--- src/rtl/urf_pkg.sv ---
`timescale 1ns/1ps
package urf_pkg;

    localparam int unsigned BUS_AW = 6;
    localparam int unsigned BUS_DW = 8;

    // Register offsets
    localparam logic [BUS_AW-1:0] OFS_MODE  = 6'h00;
    localparam logic [BUS_AW-1:0] OFS_BAUD  = 6'h04;
    localparam logic [BUS_AW-1:0] OFS_CTRL  = 6'h08;
    localparam logic [BUS_AW-1:0] OFS_TXD   = 6'h0C;
    localparam logic [BUS_AW-1:0] OFS_STAT  = 6'h10;
    localparam logic [BUS_AW-1:0] OFS_RXD   = 6'h14;
    localparam logic [BUS_AW-1:0] OFS_FCTL  = 6'h18;
    localparam logic [BUS_AW-1:0] OFS_RCNT  = 6'h1C;
    localparam logic [BUS_AW-1:0] OFS_PORT  = 6'h20;
    localparam logic [BUS_AW-1:0] OFS_LSTAT = 6'h24;

    localparam logic [BUS_DW-1:0] MODE_MASK = 8'h7B;
    localparam logic [BUS_DW-1:0] CTRL_MASK = 8'hFA;
    localparam logic [BUS_DW-1:0] PORT_MASK = 8'hF3;
    localparam logic [BUS_DW-1:0] CTRL_RST  = 8'h20;
    localparam logic [BUS_DW-1:0] BAUD_RST  = 8'hFF;

    // Control bits
    localparam int unsigned CB_TXIE = 7;
    localparam int unsigned CB_RXIE = 6;
    localparam int unsigned CB_TXEN = 5;
    localparam int unsigned CB_RXEN = 4;

    // Status bits
    localparam int unsigned SB_TEND = 6;
    localparam int unsigned SB_TDE  = 5;
    localparam int unsigned SB_BRK  = 4;
    localparam int unsigned SB_RDF  = 1;
    localparam int unsigned SB_DR   = 0;

    // FIFO control bits
    localparam int unsigned FB_FLUSH = 1;
    localparam int unsigned FB_TRG_LO = 6;

    typedef enum logic [1:0] {
        TRG_1  = 2'd0,
        TRG_4  = 2'd1,
        TRG_8  = 2'd2,
        TRG_14 = 2'd3
    } trig_sel_e;

    typedef struct packed {
        logic tend;
        logic tde;
        logic brk;
        logic rdf;
    } stat_flags_t;

    localparam stat_flags_t FLAGS_RST = '{tend: 1'b1, tde: 1'b1, brk: 1'b0, rdf: 1'b0};

    function automatic logic [4:0] trig_level(input logic [1:0] sel);
        case (trig_sel_e'(sel))
            TRG_1:   return 5'd1;
            TRG_4:   return 5'd4;
            TRG_8:   return 5'd8;
            default: return 5'd14;
        endcase
    endfunction

    function automatic logic [BUS_DW-1:0] pack_status(input stat_flags_t f);
        logic [BUS_DW-1:0] v;
        v = '0;
        v[SB_TEND] = f.tend;
        v[SB_TDE]  = f.tde;
        v[SB_BRK]  = f.brk;
        v[SB_RDF]  = f.rdf;
        return v;
    endfunction

endpackage

--- src/rtl/urf_rx_fifo.sv ---
`timescale 1ns/1ps
module urf_rx_fifo #(
    parameter int unsigned DEPTH = 16,
    parameter int unsigned W     = 8,
    localparam int unsigned PTR_W = (DEPTH > 1) ? $clog2(DEPTH) : 1,
    localparam int unsigned CNT_W = $clog2(DEPTH + 1)
) (
    input  logic             clk,
    input  logic             rst,
    input  logic             push_req,
    input  logic             pop_req,
    input  logic             flush,
    input  logic [W-1:0]     din,
    output logic [W-1:0]     dout,
    output logic [CNT_W-1:0] count,
    output logic [CNT_W-1:0] count_next,
    output logic             push_ok,
    output logic             pop_ok
);

    localparam logic [PTR_W-1:0] LAST = PTR_W'(DEPTH - 1);
    localparam logic [CNT_W-1:0] FULL = CNT_W'(DEPTH);

    logic [W-1:0]     mem [DEPTH];
    logic [PTR_W-1:0] wr_ptr, rd_ptr;

    // Acceptance is judged on the fill at the start of the cycle.
    assign push_ok = push_req && !flush && (count != FULL);
    assign pop_ok  = pop_req  && !flush && (count != '0);

    always_comb begin
        count_next = count;
        if (flush) begin
            count_next = '0;
        end else begin
            case ({push_ok, pop_ok})
                2'b10:   count_next = count + 1'b1;
                2'b01:   count_next = count - 1'b1;
                default: count_next = count;
            endcase
        end
    end

    always_ff @(posedge clk) begin
        if (rst) begin
            wr_ptr <= '0;
            rd_ptr <= '0;
            count  <= '0;
        end else begin
            count <= count_next;
            if (flush) begin
                wr_ptr <= '0;
                rd_ptr <= '0;
            end else begin
                if (push_ok) wr_ptr <= (wr_ptr == LAST) ? '0 : wr_ptr + 1'b1;
                if (pop_ok)  rd_ptr <= (rd_ptr == LAST) ? '0 : rd_ptr + 1'b1;
            end
        end
    end

    always_ff @(posedge clk) begin
        if (push_ok) mem[wr_ptr] <= din;
    end

    assign dout = (count != '0) ? mem[rd_ptr] : '0;

endmodule

--- src/rtl/urf_status.sv ---
`timescale 1ns/1ps
module urf_status
    import urf_pkg::*;
(
    input  logic        clk,
    input  logic        rst,
    input  logic        ctrl_wr,
    input  logic        wd_txen,
    input  logic        wd_rxie,
    input  logic        stat_wr,
    input  logic        wd_tend,
    input  logic        wd_tde,
    input  logic        wd_brk,
    input  logic        wd_rdf,
    input  logic        wd_dr,
    input  logic        txd_wr,
    input  logic        stat_rd,
    input  logic        tx_en,
    input  logic        rx_ie,
    input  logic        brk_evt,
    input  logic        flush,
    input  logic        rdf_set,
    input  logic        rdf_drop,
    output stat_flags_t flags,
    output logic        rx_irq
);

    stat_flags_t f_d;
    logic        irq_d;
    logic        irq_clr;

    assign irq_clr = (ctrl_wr && !wd_rxie) || (stat_wr && (!wd_rdf || !wd_dr));

    always_comb begin
        f_d = flags;
        // clears first, sets afterwards so that sets win
        if (stat_wr) begin
            if (!wd_tend) f_d.tend = 1'b0;
            if (!wd_tde)  f_d.tde  = 1'b0;
            if (!wd_brk)  f_d.brk  = 1'b0;
            if (!wd_rdf)  f_d.rdf  = 1'b0;
        end
        if (txd_wr)             f_d.tde  = 1'b0;
        if (flush || rdf_drop)  f_d.rdf  = 1'b0;
        if (ctrl_wr && !wd_txen) f_d.tend = 1'b1;
        if (stat_rd && tx_en) begin
            f_d.tend = 1'b1;
            f_d.tde  = 1'b1;
        end
        if (rdf_set) f_d.rdf = 1'b1;
        if (brk_evt) f_d.brk = 1'b1;

        irq_d = rx_irq;
        if (rdf_set && rx_ie) irq_d = 1'b1;
        if (irq_clr)          irq_d = 1'b0;
    end

    always_ff @(posedge clk) begin
        if (rst) begin
            flags  <= FLAGS_RST;
            rx_irq <= 1'b0;
        end else begin
            flags  <= f_d;
            rx_irq <= irq_d;
        end
    end

endmodule

--- src/rtl/urf_top.sv ---
`timescale 1ns/1ps
module urf_top
    import urf_pkg::*;
#(
    parameter int unsigned FIFO_DEPTH = 16,
    localparam int unsigned CNT_W = $clog2(FIFO_DEPTH + 1)
) (
    input  logic              clk,
    input  logic              rst,
    input  logic [BUS_AW-1:0] bus_addr,
    input  logic              bus_we,
    input  logic [BUS_DW-1:0] bus_wdata,
    input  logic              bus_re,
    output logic [BUS_DW-1:0] bus_rdata,
    input  logic              rx_valid,
    input  logic [BUS_DW-1:0] rx_byte,
    input  logic              brk_evt,
    output logic              tx_strobe,
    output logic [BUS_DW-1:0] tx_byte,
    output logic              rx_irq,
    output logic              tx_irq
);

    logic [BUS_DW-1:0] mode_q, baud_q, ctrl_q, port_q;
    logic [1:0]        trig_q;

    logic rd;
    logic w_mode, w_baud, w_ctrl, w_txd, w_stat, w_fctl, w_port;
    logic r_stat, r_rxd;
    logic flush;
    logic rx_en;

    assign rd     = bus_re && !bus_we;
    assign w_mode = bus_we && (bus_addr == OFS_MODE);
    assign w_baud = bus_we && (bus_addr == OFS_BAUD);
    assign w_ctrl = bus_we && (bus_addr == OFS_CTRL);
    assign w_txd  = bus_we && (bus_addr == OFS_TXD);
    assign w_stat = bus_we && (bus_addr == OFS_STAT);
    assign w_fctl = bus_we && (bus_addr == OFS_FCTL);
    assign w_port = bus_we && (bus_addr == OFS_PORT);
    assign r_stat = rd && (bus_addr == OFS_STAT);
    assign r_rxd  = rd && (bus_addr == OFS_RXD);
    assign flush  = w_fctl && bus_wdata[FB_FLUSH];
    assign rx_en  = ctrl_q[CB_RXEN];

    // Receive queue
    logic [BUS_DW-1:0] rx_head;
    logic [CNT_W-1:0]  rx_cnt, cnt_next;
    logic              push_ok, pop_ok;

    urf_rx_fifo #(
        .DEPTH (FIFO_DEPTH),
        .W     (BUS_DW)
    ) u_fifo (
        .clk        (clk),
        .rst        (rst),
        .push_req   (rx_valid && rx_en),
        .pop_req    (r_rxd),
        .flush      (flush),
        .din        (rx_byte),
        .dout       (rx_head),
        .count      (rx_cnt),
        .count_next (cnt_next),
        .push_ok    (push_ok),
        .pop_ok     (pop_ok)
    );

    // Trigger comparison uses the level in force before any write this cycle
    logic [4:0] trig_lvl;
    logic       at_trig;
    logic       rdf_set, rdf_drop;

    assign trig_lvl = trig_level(trig_q);
    assign at_trig  = 32'(cnt_next) >= 32'(trig_lvl);
    assign rdf_set  = push_ok && at_trig;
    assign rdf_drop = pop_ok && !at_trig;

    // Status flags and receive interrupt
    stat_flags_t flags_q;

    urf_status u_status (
        .clk      (clk),
        .rst      (rst),
        .ctrl_wr  (w_ctrl),
        .wd_txen  (bus_wdata[CB_TXEN]),
        .wd_rxie  (bus_wdata[CB_RXIE]),
        .stat_wr  (w_stat),
        .wd_tend  (bus_wdata[SB_TEND]),
        .wd_tde   (bus_wdata[SB_TDE]),
        .wd_brk   (bus_wdata[SB_BRK]),
        .wd_rdf   (bus_wdata[SB_RDF]),
        .wd_dr    (bus_wdata[SB_DR]),
        .txd_wr   (w_txd),
        .stat_rd  (r_stat),
        .tx_en    (ctrl_q[CB_TXEN]),
        .rx_ie    (ctrl_q[CB_RXIE]),
        .brk_evt  (brk_evt),
        .flush    (flush),
        .rdf_set  (rdf_set),
        .rdf_drop (rdf_drop),
        .flags    (flags_q),
        .rx_irq   (rx_irq)
    );

    // Configuration registers
    always_ff @(posedge clk) begin
        if (rst) begin
            mode_q <= '0;
            baud_q <= BAUD_RST;
            ctrl_q <= CTRL_RST;
            port_q <= '0;
            trig_q <= TRG_1;
        end else begin
            if (w_mode) mode_q <= bus_wdata & MODE_MASK;
            if (w_baud) baud_q <= bus_wdata;
            if (w_ctrl) ctrl_q <= bus_wdata & CTRL_MASK;
            if (w_port) port_q <= bus_wdata & PORT_MASK;
            if (w_fctl) trig_q <= bus_wdata[FB_TRG_LO +: 2];
        end
    end

    // Transmit strobe, one cycle after the data write
    logic              tx_stb_q;
    logic [BUS_DW-1:0] tx_byte_q;

    always_ff @(posedge clk) begin
        if (rst) begin
            tx_stb_q  <= 1'b0;
            tx_byte_q <= '0;
        end else begin
            tx_stb_q <= w_txd;
            if (w_txd) tx_byte_q <= bus_wdata;
        end
    end

    assign tx_strobe = tx_stb_q;
    assign tx_byte   = tx_byte_q;
    assign tx_irq    = ctrl_q[CB_TXIE];

    // Read data path
    always_comb begin
        bus_rdata = '0;
        if (rd) begin
            unique case (bus_addr)
                OFS_MODE: bus_rdata = mode_q;
                OFS_BAUD: bus_rdata = baud_q;
                OFS_CTRL: bus_rdata = ctrl_q;
                OFS_STAT: bus_rdata = pack_status(flags_q);
                OFS_RXD:  bus_rdata = rx_head;
                OFS_FCTL: bus_rdata = {trig_q, 6'b0};
                OFS_RCNT: bus_rdata = BUS_DW'(rx_cnt);
                OFS_PORT: bus_rdata = port_q;
                default:  bus_rdata = '0;
            endcase
        end
    end

endmodule

--- config.mk ---
export PLATFORM = sky130hd
export DESIGN_NAME = urf_top
export DESIGN_NICKNAME = d
export VERILOG_FILES = /design/src/rtl/urf_pkg.sv /design/src/rtl/urf_rx_fifo.sv /design/src/rtl/urf_status.sv /design/src/rtl/urf_top.sv
export SDC_FILE = /design/constraint.sdc
export NUM_CORES = 1
export LEC_CHECK = 0
export ABC_AREA = 1
export BUFFER_PORTS_ARGS = -buffer_cell sky130_fd_sc_hd__buf_2
export CORE_AREA = 2 2 95 188
export DETAILED_ROUTE_END_ITERATION = 7
export DIE_AREA = 0 0 97 190
export PLACE_DENSITY_LB_ADDON = 0.25
export SLEW_MARGIN = 10
export SYNTH_ARGS = -nofsm -noshare
export SYNTH_HDL_FRONTEND = slang
export SYNTH_HIERARCHICAL = 1
export SYNTH_SLANG_ARGS = --single-unit
--- constraint.sdc ---
create_clock -name clk -period 3.6 [get_ports clk]
set_input_delay 0.36 -clock clk [delete_from_list [all_inputs] [get_ports clk]]
set_output_delay 0.36 -clock clk [all_outputs]
set_load 0.01 [all_outputs]
==> results.toml, run 1 <==
[sta]
fin_ws_ns = 0.350
final-setup-viol-count = 0
grt_setup_unrepaired = "false"
finClkSkew_ns = 0.0115
finalMaxSlewViolations = 0
period_minus_slack_ns = 3.25
holdWs_ns = 0.162
hold_violations = 0
worst_pin_slew_ns = 1.07
timing.fmax_ghz = 0.308
fin_setup_tns_ns = 0
post-route-period-util_pct = 90.3
slew_headroom_pct = 28.3

[die]
die-height_um = 190
start_util_pct = 48.6
die_w_um = 97
io_pins = 47
die_area_um2 = 18400
row_count = 68
core-area_um2 = 17100

[setup_path]
arrival_ns = 2.89
start_kind = "flop"
path_class = "reg -> out"
rr_worst_depth = 24
path_max_fanout = 21
crit_required_ns = 3.24
end_kind = "output port"

[drt]
drtIter0Drc = 484
vias = 6322
drc_errors = 0
dr.pass1.iters = 5
postRouteWirelength_um = 20500
ant_nets = 0
wl_per_cell_um = 18.3
viasPerCell = 5.64

[synthesis]
synth_area_leaders = "edfxtp_1 (46%), dfxtp_1 (14%), nor2_1 (6.6%)"
yosys.area.top_type = "edfxtp_1"
synth-simple-area-share_pct = 18.4
yosysTopAreaCellShare_pct = 46.3
async_flop_share_pct = 0
syn_inst = 837
yosys-mux-area-fraction_pct = 0
synth.most_common_cell = "nor2_1"
synth_top_family_by_area = "simple AND/OR/NAND/NOR gates"
synth-compound-area-share_pct = 13.4
synthAdderAreaFrac_pct = 1.66
synth_ff_type = "edfxtp_1"
synth_common_cells = "nor2_1 (146), edfxtp_1 (128), nand2_1 (92)"
synth.distinct_cells = 38
synth_xor_area_share_pct = 0.422
syn_nets = 876
ys_seq_elements = 187
synth-edff-count = 128
ys.warnings.count = 6
synth_seq_area_share_pct = 60.5
synth_area_um2 = 8310
syn_area_per_cell_um2 = 9.93

[clock_tree]
post_cts_buffers = 0
htree_num_levels = 4
insertion_delay_ns = 0.44
clkSlewWorstSetupHoldPaths_ns = 0.07
cts_sinks = 187
ctsHoldBuffers = 0
root_buffer = "clkbuf_16"
ctsResizeCount = 0
cts_buffers = 17
clk_path_buf_depth = 2
tritoncts = "built"

[placement]
io_buffers = 46
routabilityCongestion = 0.954
placed_cells = 1088
dp_slack_ns = 0.105
dp_hpwl_um = 13700
dpl-instance-area_um2 = 8870

[power]
max-vdd-ir-drop_mv = 0.320
p_leak_nw = 3.66
power_density_nw_per_um2 = 453
power_mw = 4.29

[layout]
num-nets-final = 936
final_cells = 1120
post-route-util_pct = 55.3
regArea_um2 = 5030
drive_above_1_share_pct = 17.0
final_cell_area_um2 = 9460
area_growth_pct = 13.9
fillers = 1533
multi_input_area_um2 = 2820
antenna_cells = 0

[global_routing]
overflow = 0
grt_max_degree = 50
grt_pass1_wl_um = 32600
grt_pass1_vias = 6088
antenna_found_initial = 0
grt_usage_pct = 22.8

[job]
maxCapViolations = 0

[min_path]
hold_depth = 3
hold_class = "in -> reg"

[run_status]
status = "finished, final reports clean"
==> cell type report <==
type                    count  share of cell area (%)
clock inverters            14                    1.73
inverters                  74                    2.99
well taps                 210                    2.78
clock buffers              18                    4.54
multi-input cells         542                    29.8
repair buffers             75                    5.00
flip-flops and latches    187                    53.1
==> logic make-up (layout without fill, tap and decap cells) <==
kind of cell	after synthesis	in the layout
AO/OA/AOI/OAI	190	190
XOR/XNOR	4	4
adder cells (fa/ha/maj)	11	11
buffers and inverters	108	181
flip-flops	187	187
AND/OR/NAND/NOR	337	337
==> final timing paths <==
check | startpoint | endpoint | slack, ns
min reg2reg | baud_q[3] | baud_q[3] | 0.48
min | brk_evt | u_status/flags[1] | 0.16
max | flop | bus_rdata[4] | 0.35
max reg2reg | u_fifo/count[2] | u_status/flags[0] | 0.66
==> power by group <==
| group | internal, mW | switching (mW) |
|---|---|---|
| Clock | 0.941 | 0.923 |
| Combinational | 0.0308 | 0.0966 |
| Sequential | 2.29 | 0.00308 |
| Total | 3.27 | 1.02 |
==> flip-flops by register name (all words and copies together), names as in the netlist, named ones only <==
signal and count:
u_fifo/wr_ptr 4, u_status/rx_irq 1, tx_byte 8, trig_q 2, tx_strobe 1, ctrl_q 6, u_fifo/count 5, u_fifo/mem 128
u_fifo/rd_ptr 4, port_q 6, u_status/flags 4, baud_q 8, mode_q 6
==> metal layers <==
layer | routed length, um | vias up | GRT usage [%] | share of wire [%]
li1 | - | 3050 | - | -
met1 | 9040 | 3014 | 31.7 | 44
met2 | 9690 | 219 | 35.0 | 47
met3 | 1190 | 39 | 4.26 | 5.8
met4 | 586 | 0 | 10.2 | 2.9
met5 | 0 | - | 0 | 0
==> layout by cell type (no fill, tap or decap), types with 2 or more instances in the layout <==
cell / synthesis / final
dfxtp_1: 59 / 58
o21ai_0: 90 / 90
buf_12: 0 / 2
clkbuf_16: 0 / 17
o21ai_1: 12 / 12
nor2_4: 7 / 7
clkinv_8: 0 / 3
nand3_1: 44 / 44
xnor2_1: 2 / 2
nand2_2: 9 / 9
inv_1: 64 / 64
nor2_1: 146 / 146
inv_2: 8 / 8
edfxtp_1: 128 / 128
buf_4: 1 / 27
nand4_1: 16 / 16
nor2_2: 7 / 7
nand2_4: 3 / 3
xor2_1: 2 / 2
nand2_1: 92 / 92
nor3_1: 4 / 4
o22ai_1: 4 / 4
inv_8: 0 / 5
inv_6: 1 / 4
ha_1: 11 / 11
nor4_1: 2 / 2
a21oi_1: 46 / 46
o221ai_1: 28 / 28
nand3_2: 4 / 4
o211ai_2: 6 / 6
buf_2: 7 / 46
==> worst max-delay path: stages, from the launching register on <==
cell,delay [ns]
dfxtp_1,0.64
buf_4,0.35
o21ai_0,0.13
o221ai_1,0.28
nand3_1,0.19
a21oi_1,0.30
inv_1,0.08
nor2_1,0.11
nor2_1,0.06
a21oi_1,0.15
buf_2,0.15
No activity file was read; power rests on OpenSTA's default activity.
==> inputs of run 2 (changes only) <==
--- a/config.mk
+++ b/config.mk
@@ -5,11 +5,11 @@
 export SDC_FILE = /design/constraint.sdc
 export NUM_CORES = 1
 export LEC_CHECK = 0
-export ABC_AREA = 1
+export ABC_CLOCK_PERIOD_IN_PS = 3600
 export BUFFER_PORTS_ARGS = -buffer_cell sky130_fd_sc_hd__buf_2
-export CORE_AREA = 2 2 95 188
+export CORE_AREA = 2 2 94 187
 export DETAILED_ROUTE_END_ITERATION = 7
-export DIE_AREA = 0 0 97 190
+export DIE_AREA = 0 0 96 189
 export PLACE_DENSITY_LB_ADDON = 0.25
 export SLEW_MARGIN = 10
 export SYNTH_ARGS = -nofsm -noshare
==> results.toml, run 2 <==
[power]
power_frac_seq_pct = 54.1
p_comb_share_pct = 2.9
clockPowerShare_pct = 43.1
p_sw_uw = 972
max-vdd-ir-drop_mv = 0.361
power_density_nw_per_um2 = 441
switching_share_pct = 22.9
p_leak_nw = 3.45
p_int_mw = 3.27
power_mw = 4.24

[die]
die-height_um = 189
die_w_um = 96
core-area_um2 = 16700
row_count = 67
start_util_pct = 49.1
io_pins = 47
die_area_um2 = 18100

[layout]
num-nets-final = 717
top_register = "u_fifo/mem"
post-route-util_pct = 57.6
antenna_cells = 0
fillers = 1336
area_growth_pct = 17.3
drive_above_1_share_pct = 29.8
regArea_um2 = 5030
largest_reg_flops = 128
final_common_cell = "edfxtp_1"
final_cell_mix = "edfxtp_1 (128), dfxtp_1 (58), nor2_1 (53)"
multi_input_area_um2 = 3000

[synthesis]
synth_area_um2 = 8190
syn_nets = 631
async_flop_share_pct = 0
syn_inst = 592
yosys.area.top_type = "edfxtp_1"
ys.warnings.count = 6
synth.most_common_cell = "edfxtp_1"
yosysTopAreaCellShare_pct = 46.9
synth.distinct_cells = 63
synth_common_cells = "edfxtp_1 (128), dfxtp_1 (59), nor2_1 (53)"
synth_ff_type = "edfxtp_1"
synth_seq_area_share_pct = 61.4
synth_area_leaders = "edfxtp_1 (47%), dfxtp_1 (14%), mux4_2 (11%)"
ys_seq_elements = 187
syn_area_per_cell_um2 = 13.8
synth-edff-count = 128

[global_routing]
antenna_found_initial = 0
grt_pass1_vias = 5333
grt_usage_pct = 21.5
grt_max_degree = 44
overflow = 0
grt_pass1_wl_um = 28500

[setup_path]
critical_path.top_delay_family = "simple AND/OR/NAND/NOR gates"
cp.buffers_inverters = 1
arrival_ns = 3.82
cp_cell_sequence = "buf_8 -> or4b_4 -> nor4b_4 -> nor3b_4 -> mux2_4 -> xor2_1 -> ha_2 -> a21oi_2 -> or3b_1 -> a21boi_2 -> mux2_4 -> or3_4 -> a21boi_2 -> nor2_1 -> a32o_1"
crit_required_ns = 3.92
end_kind = "flop"
path_class = "in -> reg"
start_kind = "input pin"
cpPeakStageDelay_ns = 0.55
path_max_fanout = 3
cpMaxStageDelayCell = "or4b_4"

[sta]
final-setup-viol-count = 0
period_minus_slack_ns = 3.50
worst_pin_slew_ns = 0.810
grt_setup_unrepaired = "true"
slew_headroom_pct = 45.8
fin_setup_tns_ns = 0
hold_violations = 0
finalMaxSlewViolations = 0
finClkSkew_ns = 0.0216
holdWs_ns = 0.165
post-route-period-util_pct = 97.1
timing.fmax_ghz = 0.286

[clock_tree]
ctsHoldBuffers = 0
clkSlewWorstSetupHoldPaths_ns = 0.08
cts_buffers = 17
insertion_delay_ns = 0.44
clk_path_buf_depth = 2
tritoncts = "built"
htree_num_levels = 4
root_buffer = "clkbuf_16"
cts_sinks = 187

[placement]
routabilityCongestion = 0.933
io_buffers = 46
dp_hpwl_um = 13400

[drt]
drtIter0Drc = 295
dr_wl_met3_um = 567
drc_errors = 0
viasPerCell = 5.74
ant_nets = 0
routed.top_layer = "met4"
wl_per_cell_um = 20.4
wl_met1_um = 6310
wl_met2_um = 10600
vias = 5155
dr.pass1.iters = 5
postRouteWirelength_um = 18300

[run_status]
status = "finished, final reports clean"

[job]
maxCapViolations = 0

[min_path]
hold_class = "in -> reg"
[run 2: cell types whose count changed after synthesis, sizes merged, moves of 30 or more]
cell   delta
nand3    -30
nor2    -105
inv      -58
mux4     +40
nand2    -57
o21ai    -94
[run 2: worst min-delay path, cell delays in order]
cell and delay (ns):
buf_2 0.10, inv_1 0.04, a21oi_1 0.05
[run 2: repair_timing]
item,CTS,global route
hold endpoints to repair,0,0
resized for setup,0,13
setup buffers,0,3
endpoints found under the setup margin,0,2
[run 2: area by class of cell]
class | instances | area share (%)
Clock inverter | 15 | 1.80
Tap cell | 207 | 2.69
Multi-Input combinational cell | 357 | 31.2
Timing Repair Buffer | 100 | 6.95
Inverter | 15 | 0.586
Clock buffer | 17 | 4.43
Sequential cell | 187 | 52.3
[run 2: per-stage QoR]
stage	cells	instance area [um2]	worst slack [ns]
2_1_floorplan	592	8260	-0.179
3_3_place_gp	863	8940	-0.338
3_5_place_dp	863	8940	-0.354
4_1_cts	895	9540	0.0946
5_1_grt	898	9610	-0.0492
6_report	898	9610	0.105
[run 2: power groups by stage]
stage               sequential, mW  combinational (mW)  clock [mW]
floorplan                     2.34              0.0498           0
global route                  2.29               0.132        1.95
CTS                           2.29               0.118        1.87
finish                        2.29               0.122        1.83
detailed placement            2.34               0.118           0
global placement              2.34               0.114           0
[run 2: cell families (layout without fill, tap and decap cells)]
family	after synthesis	count (layout)	synth area share, %
AOI/OAI and AO/OA	79	79	6.08
xor gates and xnor gates	5	5	0.535
adders and majority gates	11	11	1.68
buffers and inverters	48	147	2.96
DFF	187	187	61.4
muxes	66	66	14.3
and+or+nand+nor	196	196	13.1
[run 2: worst paths after layout]
check,start,to,slack (ns),cells after the start
worst min register to register,port_q[1],port_q[1],0.46,2
worst max register to register,u_fifo/count[2],u_status/flags[0],0.30,12
worst max-delay path,bus_addr[0],u_status/flags[0],0.10,15
worst min-delay path,brk_evt,u_status/flags[1],0.17,3
[run 2: layer usage]
| metal | track usage (%) | vias to the layer above |
|---|---|---|
| li1 | - | 2417 |
| met1 | 21.9 | 2550 |
| met5 | 0 | - |
| met4 | 12.0 | 0 |
| met2 | 39.8 | 143 |
| met3 | 3.42 | 45 |
